--- config.mk ---
export PLATFORM = sky130hd
export DESIGN_NAME = wave_timer8
export DESIGN_NICKNAME = d
export VERILOG_FILES = /design/src/rtl/wave_timer8.sv
export SDC_FILE = /design/constraint.sdc
export NUM_CORES = 1
export LEC_CHECK = 0
export BUFFER_PORTS_ARGS = -buffer_cell sky130_fd_sc_hd__buf_2
export CAP_MARGIN = 20
export CORE_ASPECT_RATIO = 0.8
export CORE_MARGIN = 3
export CORE_UTILIZATION = 40
export CTS_BUF_LIST = sky130_fd_sc_hd__clkbuf_8
export CTS_CLUSTER_DIAMETER = 30
export DETAILED_ROUTE_END_ITERATION = 12
export GPL_ROUTABILITY_DRIVEN = 1
export HOLD_SLACK_MARGIN = 0.02
export RECOVER_POWER = 50
export SLEW_MARGIN = 20
export SYNTH_ARGS = -nofsm -noshare
export SYNTH_HDL_FRONTEND = slang
export SYNTH_SLANG_ARGS = --single-unit
--- constraint.sdc ---
create_clock -name clk -period 3.1 [get_ports clk]
set_input_delay 0.155 -clock clk [delete_from_list [all_inputs] [get_ports clk]]
set_output_delay 0.155 -clock clk [all_outputs]
set_load 0.02 [all_outputs]
--- src/rtl/wave_timer8.sv ---
module wave_timer8 #(
  parameter int W  = 8,
  parameter int AW = 2
) (
  input  logic          clk,
  input  logic          rst_n,
  input  logic          tick,
  input  logic          wr_en,
  input  logic [AW-1:0] wr_addr,
  input  logic [W-1:0]  wr_data,
  output logic [W-1:0]  count,
  output logic          out_a,
  output logic          out_b,
  output logic          oe_a,
  output logic          oe_b,
  output logic          ovf_flag,
  output logic          cmpa_flag,
  output logic          cmpb_flag
);
  localparam logic [W-1:0]  MAXV      = '1;
  localparam logic [W-1:0]  BOTV      = '0;
  localparam logic [AW-1:0] ADR_CTRL  = AW'(0);
  localparam logic [AW-1:0] ADR_CMPA  = AW'(1);
  localparam logic [AW-1:0] ADR_CMPB  = AW'(2);
  localparam logic [AW-1:0] ADR_FLAGS = AW'(3);

  logic [2:0]   mode;
  logic [1:0]   com_a, com_b;
  logic [W-1:0] buf_a, buf_b, act_a, act_b;
  logic         dir_dn;

  logic         is_pc, is_fast, is_pwm, top_from_a;
  logic [W-1:0] top;
  logic         at_top, at_bot, up_now, top_step, load;
  logic         hit_a, hit_b, ovf_evt, clr;
  logic [W-1:0] nxt;

  assign is_pc      = (mode == 3'd1) || (mode == 3'd5);
  assign is_fast    = (mode == 3'd3) || (mode == 3'd7);
  assign is_pwm     = is_pc || is_fast;
  assign top_from_a = (mode == 3'd2) || (mode == 3'd5) || (mode == 3'd7);
  assign top        = top_from_a ? act_a : MAXV;
  assign at_top     = count == top;
  assign at_bot     = count == BOTV;
  assign up_now     = at_bot ? 1'b1 : (at_top ? 1'b0 : !dir_dn);
  assign top_step   = tick && at_top;
  assign load       = top_step && is_pwm;
  assign hit_a      = tick && (count == act_a);
  assign hit_b      = tick && (count == act_b);
  assign clr        = wr_en && (wr_addr == ADR_FLAGS);

  assign ovf_evt = tick && (is_pc ? at_bot : ((mode == 3'd7) ? at_top : (count == MAXV)));

  always_comb begin
    if (is_pc)
      nxt = (top == BOTV) ? BOTV : (up_now ? count + 1'b1 : count - 1'b1);
    else if ((mode == 3'd2 || is_fast) && at_top)
      nxt = BOTV;
    else
      nxt = count + 1'b1;
  end

  assign oe_a = (com_a != 2'b00) && !(is_pwm && com_a == 2'b01);
  assign oe_b = (com_b != 2'b00) && !(is_pwm && com_b == 2'b01);

  function automatic logic next_wave(input logic cur, input logic [1:0] com, input logic hit,
                                     input logic tstep, input logic up, input logic pc,
                                     input logic fast, input logic eq_top);
    logic r;
    r = cur;
    if (com != 2'b00) begin
      if (pc) begin
        if (com[1]) begin
          if (eq_top) begin
            if (tstep) r = ~com[0];
          end else if (hit) begin
            r = up ? com[0] : ~com[0];
          end
        end
      end else if (fast) begin
        if (com[1]) begin
          if (tstep)    r = ~com[0];
          else if (hit) r = com[0];
        end
      end else if (hit) begin
        r = com[1] ? com[0] : ~cur;
      end
    end
    return r;
  endfunction

  always_ff @(posedge clk or negedge rst_n) begin
    if (!rst_n) begin
      mode  <= '0;
      com_a <= '0;
      com_b <= '0;
      buf_a <= '0;
      buf_b <= '0;
      act_a <= '0;
      act_b <= '0;
    end else begin
      if (wr_en && wr_addr == ADR_CTRL) begin
        mode  <= wr_data[2:0];
        com_a <= wr_data[5:4];
        com_b <= wr_data[7:6];
      end
      if (wr_en && wr_addr == ADR_CMPA) buf_a <= wr_data;
      if (wr_en && wr_addr == ADR_CMPB) buf_b <= wr_data;
      if (!is_pwm) begin
        act_a <= (wr_en && wr_addr == ADR_CMPA) ? wr_data : buf_a;
        act_b <= (wr_en && wr_addr == ADR_CMPB) ? wr_data : buf_b;
      end else if (load) begin
        act_a <= buf_a;
        act_b <= buf_b;
      end
    end
  end

  always_ff @(posedge clk or negedge rst_n) begin
    if (!rst_n) begin
      count  <= '0;
      dir_dn <= 1'b0;
      out_a  <= 1'b0;
      out_b  <= 1'b0;
    end else if (tick) begin
      count  <= nxt;
      dir_dn <= is_pc && !up_now;
      out_a  <= next_wave(out_a, com_a, hit_a, top_step, up_now, is_pc, is_fast, act_a == top);
      out_b  <= next_wave(out_b, com_b, hit_b, top_step, up_now, is_pc, is_fast, act_b == top);
    end
  end

  always_ff @(posedge clk or negedge rst_n) begin
    if (!rst_n) begin
      ovf_flag  <= 1'b0;
      cmpa_flag <= 1'b0;
      cmpb_flag <= 1'b0;
    end else begin
      cmpa_flag <= hit_a   || (cmpa_flag && !(clr && wr_data[1]));
      cmpb_flag <= hit_b   || (cmpb_flag && !(clr && wr_data[2]));
      ovf_flag  <= ovf_evt || (ovf_flag  && !(clr && wr_data[3]));
    end
  end
endmodule


==> implementation parameters, run 1 <==
Parameter                              Value

Power
  Share of power burned in registers    between 40% and 50%
  Share of total power in combinational logic    between 30% and 40%
  Switching share of power    42.93%
  Net switching power    1.120 mW
  Power per unit of standard cell area    680.1 nW/um^2
  Worst IR drop on VDD    about 0.28 mV
  Fraction of power consumed by the clock network    16.8%
  Cell Int Power    about 1.5 mW
  Lkg Pwr    between 1.5 and 2 nW

Floorplanning
  Floorplan die width    around 110 um
  Std cell rows    29
  Vertical extent of the die    ~90 um
  Area of the core    between 8000 and 9000 um^2
  Io pins    29
  Area enclosed by the die boundary    about 9900 um^2
  Initial Util    42.66%

Clock tree
  Clock latency on the worst-skew pair    ~0.32 ns
  TritonCTS buffer count    5
  H-tree depth reported by CTS    2
  Clock-pin slew on the worst setup and hold paths    ~0.10 ns
  Number of buffers inserted by post-CTS setup repair    0
  Total number of clock tree sinks    53
  Clock root buffer    clkbuf_8
  TritonCTS clock tree    done
  Buffers from clock root to sink, at most    2

Placed design
  Routability Congestion    about 0.95
  Number of port buffers    28
  HPWL Detailed    around 7000 um
  Cell Count Post-Placement    around 500

Worst setup path
  Cell repeated most along the worst path    and2_1
  Worst Setup End Kind    flip-flop
  WP buf/inv    0
  Worst setup path start    mode[2]
  Series of cell instances along the critical path    or3b_4, and2_1, o21a_1, and4b_2, and2_1, a21oi_1, nor3_1, mux2_2
  Worst r2r src    mode[2]
  R2R cell count    8
  Worst Path Class, Setup    reg2reg
  Critical path required time    approximately 3.3 ns
  R2R Setup Slk    around 0.18 ns
  Setup crit start kind    flip-flop
  Cell with the largest stage delay on the worst path    or3b_4
  Arrival @ worst endpoint    roughly 3.1 ns
  Endpoint of the worst-slack reg-to-reg timing path    out_a
  Worst path top cell family by delay    simple AND/OR/NAND/NOR gates
  Depth of the critical timing path with buffers and inverters included    8
  Largest incremental delay on the critical path    0.49 ns
  Maximum fanout along the worst path    14

Timing
  Setup total negative slack    0 ns
  Setup skew after layout    0.009478 ns
  Unrepaired setup endpoints after global routing    no
  Part of the cycle the worst path needs    about 94%
  Total count of hold-check failures in the final report    0
  Transition at the pin with the smallest max-transition slack    1.042 ns
  Setup-failing EPs final    0
  Max Fclk    around 340 MHz
  Post-route minimum period    between 2 and 3 ns
  Max transition margin    30.55%
  Max-slew violations    0

Route
  Number of DRC violations after detailed-routing iteration 0    approximately 280
  First-pass detailed-route iteration total    5
  Final routed DRC violation total    0
  Routed Wire Length    approximately 9000 um
  Total via count in the routed design    3001
  Routed via count divided by cell count    just under 6
  Post-detailed-route count of antenna-violating nets    0
  DR WL/cell    17.98 um

GRT
  Global routing usage summed across all routing layers    19.17%
  Number of global-route vias before repair    about 2800
  Global-route wire length before repair    roughly 15000 um
  Largest net degree at the start of global routing    44
  Leftover overflow at the end of global routing    0
  Number of antenna violations at the first check in global routing    0

Logic synthesis
  Share of the yosys chip area belonging to registers    between 30% and 40%
  Yosys synthesis warning count    0
  Main flop type after synthesis    dfrtp_1
  Count of flip-flops with a built-in enable after synthesis    0
  Post-synthesis cell type with the largest combined area    dfrtp_1
  Cell area after synthesis    ~3500 um^2
  Asr flop ratio synth    100.0%
  Top cells by area, synth    dfrtp_1 (38%), mux2_2 (7.7%), mux2i_1 (6.0%), a21oi_1 (4.6%), nand2_1 (3.3%)
  Share of the synthesized area in the top cell type    a little under two fifths
  Average footprint of a synthesized cell    9.158 um^2
  Count of mapped cells out of synthesis    approximately 380
  Net count of the mapped netlist    approximately 400
  Number of unique standard cell types used by synthesis    57
  Number of storage elements in the synthesis netlist    53

Min path
  End point of the worst hold path    mode[0]
  Hold crit path type    in2reg
  Worst hold path stage count    3
  Worst Hold Launch    wr_data[0]

Run
  MaxCap Viol Count    0

Run status
  Outcome    finished, final reports clean

Finish
  Commonest non-fill, non-tap cell in the layout    dfrtp_1
  Commonest non-fill, non-tap cells in the layout    dfrtp_1 (53), a21oi_1 (32), nand2_1 (31)
  Total number of nets in the final design    approximately 420
  Layout fillers    between 800 and 900
  Share of final-layout standard cells stronger than drive strength 1    a little over an eighth
  Number of cells in the finished layout apart from fillers    approximately 510
  Number of antenna repair diodes    0
  Signed area change from the synthesized netlist to the final layout    9.621%
state kept, by name, summed over array words and instances (netlist names), 2 cells and up:
signal and cells:
act_b 8, buf_a 8, com_b 2, count 8, buf_b 8, com_a 2
act_a 8, mode 3
worst max-delay path by stage:
stage,slack (ns),end
6_report,0.18,out_a
5_1_grt,0.03,out_a
4_1_cts,0.18,out_a
3_5_place_dp,0.21,out_a
3_3_place_gp,0.26,out_a
2_1_floorplan,0.40,out_a
per-layer routing:
metal,track usage (%),up-vias,part of all wire (%)
met5,0,-,0
met4,3.132,0,0.34
met3,3.751,7,7.1
met2,28.63,111,42
met1,29.26,1443,50
li1,-,1440,-
cell type report:
| type | instances | area [um^2] | area share (%) |
|---|---|---|---|
| clock buffers | 6 | 82.58 | 2.153 |
| clock inverters | 2 | 17.52 | 0.4568 |
| inverters | 10 | 37.54 | 0.9788 |
| multi-input cells | 290 | 2008 | 52.37 |
| flip-flops and latches | 53 | 1326 | 34.58 |
| well taps | 108 | 135.1 | 3.524 |
| repair buffers | 42 | 227.7 | 5.938 |
repair_timing:
item / in CTS / in global routing
resized for setup: 0 / 2
endpoints found under the hold margin: 18 / 0
hold buffers: 1 / 0
setup endpoints to repair: 0 / 2
cells in the mapped netlist (all sizes together), types with 2 or more instances:
cell / number
nand4: 6
a32oi: 4
a211o: 3
nor3b: 4
mux2i: 21
nand3: 11
and2: 6
a21oi: 33
a21boi: 3
ha: 3
nor2b: 5
nor3: 9
o21a: 3
a211oi: 5
nand4b: 2
nand2: 31
o211ai: 2
o2111ai: 2
a221oi: 4
xnor2: 11
and3: 5
nor2: 26
o22ai: 2
nand3b: 4
a2111oi: 4
dfrtp: 53
inv: 10
a311oi: 5
xor2: 11
a22oi: 2
a21o: 6
nand2b: 4
o21ai: 9
buf: 10
nor4: 2
mux2: 24
nor4bb: 2
a31oi: 6
clkbuf: 19
power by group through the flow:
stage	clock (mW)	combinational, mW	sequential (mW)
after floorplan	0	0.833	1.03
after global placement	0	1.02	1.14
after detailed placement	0	1.03	1.15
after CTS	0.447	1.04	1.13
after global routing	0.469	1.16	1.17
final	0.438	1.03	1.14
through the flow:
stage               setup slack, ns  util, %  power [mW]  instance area [um^2]  hold slack, ns
finish                       0.1848    46.77       2.608                  3835         0.08940
detailed placement           0.2076    45.56       2.179                  3736          0.1268
CTS                          0.1846    46.90       2.618                  3846         0.08913
global route                0.03005    46.77       2.794                  3835         0.09073
global placement             0.2602    45.56       2.165                  3736          0.1243
floorplan                    0.4043        -       1.867                  3498         -0.1406
cells by family (layout without fill, tap and decap cells):
group,after synthesis,count (layout),synth area share [%]
mux,45,45,13.73
simple gates,121,121,17.78
compound gates,99,99,19.06
flops,53,53,37.91
fa+ha+maj,3,3,1.073
xor+xnor,22,22,5.508
buf+inv,39,60,4.935
worst min-delay path, cell delays in order:
cell and delay [ns]:
buf_2 0.11, nand2_1 0.05, o21ai_0 0.06
(Power assumes the default switching activity.)
==> inputs of run 2 (changes only) <==
SETUP_SLACK_MARGIN = 0.2   (was not set)
clock period = 2.8 ns   (was 3.1 ns; I/O delays follow)
==> run 2 against run 1 <==
The run now ends with capacitance limit, slew limit left. Count of clock-buffer cells in the layout decreased by 1. Design area grew 8.3%. Worst setup slack improved by 0.035 ns.
==> implementation parameters, run 2 (same netlist as run 1, synthesis figures left out) <==
Parameter                              Value

Floorplanning
  Initial Util    42.66% (unchanged)
  Io pins    29 (unchanged)
  Area enclosed by the die boundary    9911 um^2 (unchanged)
  Floorplan die width    110.6 um (unchanged)
  Area of the core    8200 um^2 (unchanged)
  Std cell rows    29 (unchanged)
  Vertical extent of the die    89.65 um (unchanged)

Finish
  Layout fillers    784 (was 821)
  Commonest non-fill, non-tap cells in the layout    dfrtp_1 (53), a21oi_1 (30), nand2_1 (28) (was dfrtp_1 (53), a21oi_1 (32), nand2_1 (31))
  Area used by sequential logic in the layout    1326 um^2 (unchanged)
  Area used by multi-input combinational logic    2216 um^2 (was 2008 um^2)
  Signed area change from the synthesized netlist to the final layout    18.67% (was 9.621%)
  Number of antenna repair diodes    0 (unchanged)
  Share of final-layout standard cells stronger than drive strength 1    23.74% (was 13.40%)
  Total number of nets in the final design    433 (was 419)
  Final instance area    4151 um^2 (was 3835 um^2)
  Commonest non-fill, non-tap cell in the layout    dfrtp_1 (unchanged)
  Utilization after layout    50.63% (was 46.77%)

GRT
  Global-route wire length before repair    16140 um (was 15320 um)
  Leftover overflow at the end of global routing    0 (unchanged)
  Largest net degree at the start of global routing    38 (was 44)
  Number of global-route vias before repair    2963 (was 2784)
  Global routing usage summed across all routing layers    20.40% (was 19.17%)
  Number of antenna violations at the first check in global routing    0 (unchanged)

Power
  Lkg Pwr    1.778 nW (was 1.667 nW)
  Power per unit of standard cell area    748.8 nW/um^2 (was 680.1 nW/um^2)
  Design Power    3.108 mW (was 2.608 mW)
  Worst IR drop on VDD    0.2722 mV (was 0.2819 mV)

Worst setup path
  Arrival @ worst endpoint    2.79 ns (was 3.12 ns)
  R2R cell count    8 (unchanged)
  Setup crit start kind    flip-flop (unchanged)
  Cell with the largest stage delay on the worst path    or3b_4 (unchanged)
  Depth of the critical timing path with buffers and inverters included    8 (unchanged)
  Worst path top cell family by delay    simple AND/OR/NAND/NOR gates (unchanged)
  Worst Setup End Kind    flip-flop (unchanged)
  Critical path required time    3.01 ns (was 3.31 ns)
  Largest incremental delay on the critical path    0.49 ns (about the same)
  WP buf/inv    0 (unchanged)
  Series of cell instances along the critical path    or3b_4, and2_4, a32oi_1, nand2_2, a21oi_4, mux2_2, a221oi_1, a21oi_1 (was or3b_4, and2_1, o21a_1, and4b_2, and2_1, a21oi_1, nor3_1, mux2_2)
  Worst Path Class, Setup    reg2reg (unchanged)
  Maximum fanout along the worst path    8 (was 14)
  R2R Setup Slk    0.22 ns (was 0.18 ns)

Timing
  Post-route minimum period    2.580 ns (was 2.915 ns)
  Max Fclk    387.5 MHz (was 343.0 MHz)
  Total count of hold-check failures in the final report    0 (unchanged)
  Max-slew violations    36 (was 0)
  PnR worst setup slack    0.2196 ns (was 0.1848 ns)
  Setup-failing EPs final    0 (unchanged)
  Part of the cycle the worst path needs    92.16% (was 94.04%)
  Max transition margin    -25.89% (was 30.55%)
  Transition at the pin with the smallest max-transition slack    1.888 ns (was 1.042 ns)
  Setup skew after layout    0.01482 ns (was 0.009478 ns)
  Setup total negative slack    0 ns (unchanged)
  Unrepaired setup endpoints after global routing    yes (was no)

Route
  Post-detailed-route count of antenna-violating nets    0 (unchanged)
  Total via count in the routed design    3156 (was 3001)
  Routed Wire Length    10040 um (was 9188 um)
  Final routed DRC violation total    0 (unchanged)
  Routed via count divided by cell count    6.011 (was 5.873)
  Number of DRC violations after detailed-routing iteration 0    305 (was 283)
  First-pass detailed-route iteration total    5 (unchanged)
  DR WL/cell    19.13 um (was 17.98 um)

Clock tree
  TritonCTS buffer count    5 (unchanged)
  Clock-pin slew on the worst setup and hold paths    0.12 ns (was 0.10 ns)
  TritonCTS clock tree    done (unchanged)
  Clock latency on the worst-skew pair    0.32 ns (about the same)
  Buffers from clock root to sink, at most    2 (unchanged)
  H-tree depth reported by CTS    2 (unchanged)
  Total number of clock tree sinks    53 (unchanged)
  Clock root buffer    clkbuf_8 (unchanged)

Placed design
  HPWL Detailed    7058 um (was 6901 um)
  Worst setup slack before clock tree synthesis    0.1449 ns (was 0.2076 ns)
  Routability Congestion    0.9014 (was 0.9507)
  Post-Place Cell Area    3791 um^2 (was 3736 um^2)
  Number of port buffers    28 (unchanged)

Run status
  Violations in the final reports    capacitance limit, slew limit
  Outcome    complete, but fails checks (was finished, final reports clean)

Min path
  Worst hold path stage count    2 (was 3)
  Hold crit path type    in2reg (unchanged)

Run
  MaxCap Viol Count    1 (was 0)
-- run 2: metrics by stage --
| stage | hold WS, ns | instances |
|---|---|---|
| after floorplan | -0.1556 | 382 |
| after CTS | 0.07004 | 522 |
| after global placement | 0.2729 | 509 |
| final | 0.07329 | 525 |
| after detailed placement | 0.2731 | 509 |
| after global routing | 0.07174 | 525 |
-- run 2: what timing repair did --
| item | CTS | global route |
|---|---|---|
| resized for setup | 12 | 30 |
| cloned | 1 | 0 |
| pin swaps | 3 | 13 |
| hold buffers | 1 | 0 |
| setup endpoints to repair | 5 | 26 |
| buffers inserted | 3 | 3 |
| endpoints found under the hold margin | 33 | 0 |
-- run 2: final cells by class --
type,instances,share of cell area [%]
clock inverters,3,0.6932
repair buffers,55,8.168
inverters,10,0.9042
well taps,108,3.255
flip-flops and latches,53,31.95
multi-input cells,291,53.38
clock buffers,5,1.658
-- run 2: final timing paths --
check                            from   endpoint
setup / recovery              mode[0]   count[6]
hold / removal             wr_data[7]   com_b[1]
setup reg to reg              mode[0]   count[6]
hold reg to reg             cmpa_flag  cmpa_flag
max in group asynchronous       rst_n   act_b[1]
min in group asynchronous       rst_n   com_b[0]
-- run 2: layer usage --
| layer | vias up | track usage, % | part of all wire [%] |
|---|---|---|---|
| met5 | - | 0 | 0 |
| met4 | 0 | 5.145 | 1.2 |
| met3 | 14 | 3.483 | 8.2 |
| met2 | 146 | 31.77 | 44 |
| met1 | 1519 | 29.81 | 47 |
| li1 | 1477 | - | - |
-- run 2: where the power goes --
group | switching [mW] | internal, mW
logic | 0.767 | 0.591
clock network | 0.297 | 0.188
registers | 0.323 | 0.943
total | 1.39 | 1.72
